`src/rtl/shreg_ldrot.sv`:
```
module shreg_ldrot #(
  parameter int W = 4
) (
  input  logic         clk,
  input  logic         rst,
  input  logic         mode_ld,
  input  logic         rot_en,
  input  logic         ser_in,
  input  logic [W-1:0] par_in,
  output logic [W-1:0] q,
  output logic         ser_out
);
  logic         fill_bit;
  logic [W-1:0] shifted;

  assign fill_bit = rot_en ? q[0] : ser_in;
  assign shifted  = {fill_bit, q[W-1:1]};

  always_ff @(posedge clk) begin
    if (rst)          q <= '0;
    else if (mode_ld) q <= par_in;
    else              q <= shifted;
  end

  assign ser_out = q[0];
endmodule

```
`config.mk`:
```
export PLATFORM = sky130hd
export DESIGN_NAME = shreg_ldrot
export DESIGN_NICKNAME = d
export VERILOG_FILES = /design/src/rtl/shreg_ldrot.sv
export SDC_FILE = /design/constraint.sdc
export NUM_CORES = 1
export LEC_CHECK = 0
export ABC_AREA = 1
export BUFFER_PORTS_ARGS = -buffer_cell sky130_fd_sc_hd__buf_2
export CORE_AREA = 2 2 39 41
export DETAILED_ROUTE_END_ITERATION = 6
export DIE_AREA = 0 0 41 43
export PLACE_DENSITY = 0.4
export SETUP_SLACK_MARGIN = 0.05
export SLEW_MARGIN = 20
export SYNTH_ARGS = -nofsm -noshare
export SYNTH_HDL_FRONTEND = slang
export SYNTH_SLANG_ARGS = --single-unit
```
`constraint.sdc`:
```
create_clock -name clk -period 0.95 [get_ports clk]
set_input_delay 0.285 -clock clk [delete_from_list [all_inputs] [get_ports clk]]
set_output_delay 0.285 -clock clk [all_outputs]
set_load 0.02 [all_outputs]
```
# Word level (Yosys, flattened, before mapping)
# Cells that the tools add are included.
# totals
latchBits	0
n_memories	0
mem_bits_ro	0
mem_bits_rw	0
word_cells	3
ff_bits	4
# classes
n_eq_ne	0
order_cmp	0
reduce_logical	0
bitwise_logic	0
div_mod_pow	0
n_mul	0
n_mux	2
shift	0
n_addsub	0
# op_table
cell	n
$mux 4	1
$mux 1	1

# Logic depth before layout (Yosys ltp)
# logic_depth
word_depth	2
depth_mapped	4
ltp_nobuf	4

# Worst setup path before layout
# Ideal clock, no wire load.
# synth_path
path_kind	flip-flop to output port
start	reg q[0]
end	out q[0]
stages_incl_launch_ff	2
path_slack_ns	0.049
arrival_time_ns	0.616
cell_sequence	dfxtp_1 buf_4
# synth_lines
item	line_no	rtl
start, declared	10	output logic [W-1:0] q,
start signal, assigned	21	else if (mode_ld) q <= par_in;
start signal, assigned	22	else q <= shifted;
# No word-level cell between the ends.

# Worst setup path in the final report
# layout_path
start	reg q[0]
end	out q[0]
# No word-level cell between the ends.

==> flow_summary_export.csv <==
group,metric,value,unit
outcome,outcome,"finished, violations left",
outcome,failed_checks,"setup timing",
floorplanning,floorplan.die.height,43,um
critical_path,cp_num_buf_inv,1,
place,routabilityCongestion,0.666,
routing,final_wirelength,429,um
critical_path,worstSetupPathType,"reg2out",
cells_and_area,antenna_cells,0,
routing,drt_first_iter_violations,1,
routing,post_drt_wl_per_cell,7.94,um
grt,grt_max_degree,6,
cells_and_area,postLayoutCellArea,297,um^2
routing,antenna_left,0,
logic_synthesis,synth.top_cell.area_share,0.500,
sta,fin_skew,1.44,ps
critical_path,setup.worst_path.end_class,"output pin",
place,placed_cell_area,239,um^2
sta,layout_setup_ws,-26.1,ps
clock_network,reg_clk_slew_reported_paths,40,ps
min_path,worstHoldStart,"par_in[2]",
grt,grt_pass1_wl,779,um
power_and_ir_drop,p_leak,0.154,nW
cells_and_area,largest_reg_flops,4,
sta,tightest_slew,161,ps
grt,total_global_routing_track_utilization,0.0693,
logic_synthesis,number_of_register_bits_inferred_by_synthesis,4,
logic_synthesis,synth_warnings,0,
clock_network,cts.path.max_buffers,2,
sta,rsz0062_at_grt,"true",
routing,routed-via-count,193,
clock_network,h-tree-depth,1,
min_path,whs_path_depth,3,
logic_synthesis,synth_area_leaders,"sky130_fd_sc_hd__dfxtp_1 (50%), sky130_fd_sc_hd__nor2_1 (21%), sky130_fd_sc_hd__o21ai_0 (9.4%), sky130_fd_sc_hd__buf_4 (4.7%), sky130_fd_sc_hd__inv_1 (4.7%)",
clock_network,cts.hold.buffers_added,0,
floorplanning,rows,14,
min_path,worst_min_delay_path_category,"in2reg",
sta,post-route-period-util,1.03,
logic_synthesis,synthDominantAreaCellType,"sky130_fd_sc_hd__dfxtp_1",
cells_and_area,commonest_non_fill_non_tap_cell_in_the_layout,"sky130_fd_sc_hd__nor2_1",
logic_synthesis,cell_area_synth,160,um^2
routing,route.detailed.vias_per_inst,3.57,
place,io_buffers,13,
cells_and_area,area_growth,85.2,%
critical_path,critPathMaxStageDelay,340,ps
logic_synthesis,post_synth_inst_count,23,
min_path,hold_path_endpoint,"q[2]$_SDFF_PP0_",
critical_path,timing.rr.end,"q[2]$_SDFF_PP0_",
sta,final.min_clock_period,976,ps
place,detailedPlacementHpwl,361,um
clock_network,numCtsBuffers,3,
critical_path,worst_ep_arrival_time,690,ps
place,setup_slack_after_placement,150,ps
routing,drtPass1Iterations,2,
floorplanning,die_w,41,um
clock_network,cts_tree,"done",
cells_and_area,max_flop_register,"q",
critical_path,startpoint_of_the_lowest_slack_register_to_register_path,"q[3]$_SDFF_PP0_",
cells_and_area,nFillCells,166,
grt,grt_pass1_vias,218,
sta,timing.slew.headroom,0.892,
floorplanning,ios,14,
critical_path,worst-r2r-setup-slack,290,ps
cells_and_area,final_net_count,49,
logic_synthesis,syn_nets,32,
grt,grt_overflow,0,
critical_path,critical_path.top_delay_family,"flip-flops",
critical_path,worstPathRequired,660,ps
critical_path,rr_worst_depth,2,
routing,detail_route.drc_violations,0,
clock_network,numClockSinks,4,
cells_and_area,largest_registers,"q x4",
power_and_ir_drop,power_density,1660,mW/mm^2
job,maxCapViolCount,0,
power_and_ir_drop,peakVddDrop,0.273,mV
critical_path,cp_cell_sequence,"buf_6",
sta,fmax,1.02,GHz
floorplanning,core,0.00138,mm^2
cells_and_area,final_layout_size_suffix_gt1_frac,0.553,
grt,antenna_violations_before_repair,0,
logic_synthesis,synth_sequential_area_ratio,0.500,
clock_network,ctsResizeCount,13,
logic_synthesis,synth.distinct_cells,8,
floorplanning,die_area,0.00176,mm^2
clock_network,worstSkewPairLatency,230,ps
floorplanning,floorplan.initialDensity,0.116,
logic_synthesis,syn-mean-instance-area,6.96,um^2
cells_and_area,layout_common_cells,"sky130_fd_sc_hd__nor2_1 (9), sky130_fd_sc_hd__buf_2 (8), sky130_fd_sc_hd__buf_6 (5)",
critical_path,crit_fanout,3,
critical_path,worst_path_max_delay_cell,"sky130_fd_sc_hd__dfxtp_2",
clock_network,postCtsSetupRepairBufs,0,
clock_network,root_buffer,"sky130_fd_sc_hd__clkbuf_4",
sta,finalMaxSlewViolations,0,
sta,final-setup-viol-count,4,
sta,hold_violations,0,
critical_path,critPathLaunchType,"flop",
## power breakdown
group / total (mW) / switching, mW / internal [mW]
logic: 0.0918 / 0.0443 / 0.0475
registers: 0.193 / 0.00930 / 0.184
clock network: 0.207 / 0.0655 / 0.141
## layer usage
layer,vias to the layer above,GRT usage,part of all wire
met2,9,0.0813,0.45
met1,84,0.0804,0.47
li1,100,-,-
met3,0,0.0471,0.070
met4,0,0.0600,0
met5,-,0,0
## metrics by stage
step           TNS [ps]  power [mW]  hold slack [ps]   util  cells
6_report          -62.5       0.491              283  0.214     54
5_1_grt            -228       0.531              280  0.214     54
4_1_cts            -116       0.504              282  0.214     54
3_5_place_dp          0       0.267              478  0.173     51
3_3_place_gp          0       0.267              487  0.173     51
2_1_floorplan         0       0.233              420      -     23
## layout make-up
cell class                 count  area, um^2  area share
clock buffer                   3        22.5      0.0759
multi-input combinational     15        61.3       0.207
inverter                       3        11.3      0.0380
tap                           16        20.0      0.0675
sequential                     4        85.1       0.287
timing repair buffer          13        96.3       0.325
## cells by family (layout without fill, tap and decap cells)
logic type             Yosys count  in the layout  share of synthesized area
AO/OA/AOI/OAI                    4              4                      0.125
buffers and inverters            4             19                      0.117
flip-flops                       4              4                      0.500
AND/OR/NAND/NOR                 11             11                      0.258
## worst register-to-register path: cells and delay by family, from the launching register on
family / cells / cell delay (ps)
and+or+nand+nor: 1 / 50
DFF: 1 / 320
AOI/OAI and AO/OA: 1 / 170
## Yosys cell counts
master and count:
sky130_fd_sc_hd__buf_4 1, sky130_fd_sc_hd__o21ai_1 1, sky130_fd_sc_hd__nand2_1 2, sky130_fd_sc_hd__inv_1 2
sky130_fd_sc_hd__dfxtp_1 4, sky130_fd_sc_hd__inv_2 1, sky130_fd_sc_hd__nor2_1 9, sky130_fd_sc_hd__o21ai_0 3
## worst max path at each step
stage	from	end	slack, ps	cells after the start
5_1_grt	q[0]$_SDFF_PP0_	q[0]	-70	1
3_3_place_gp	mode_ld	q[3]$_SDFF_PP0_	150	5
2_1_floorplan	q[0]$_SDFF_PP0_	q[0]	140	1
6_report	q[0]$_SDFF_PP0_	q[0]	-30	1
4_1_cts	q[0]$_SDFF_PP0_	ser_out	-40	1
3_5_place_dp	mode_ld	q[3]$_SDFF_PP0_	150	5
(Power assumes the default switching activity.)
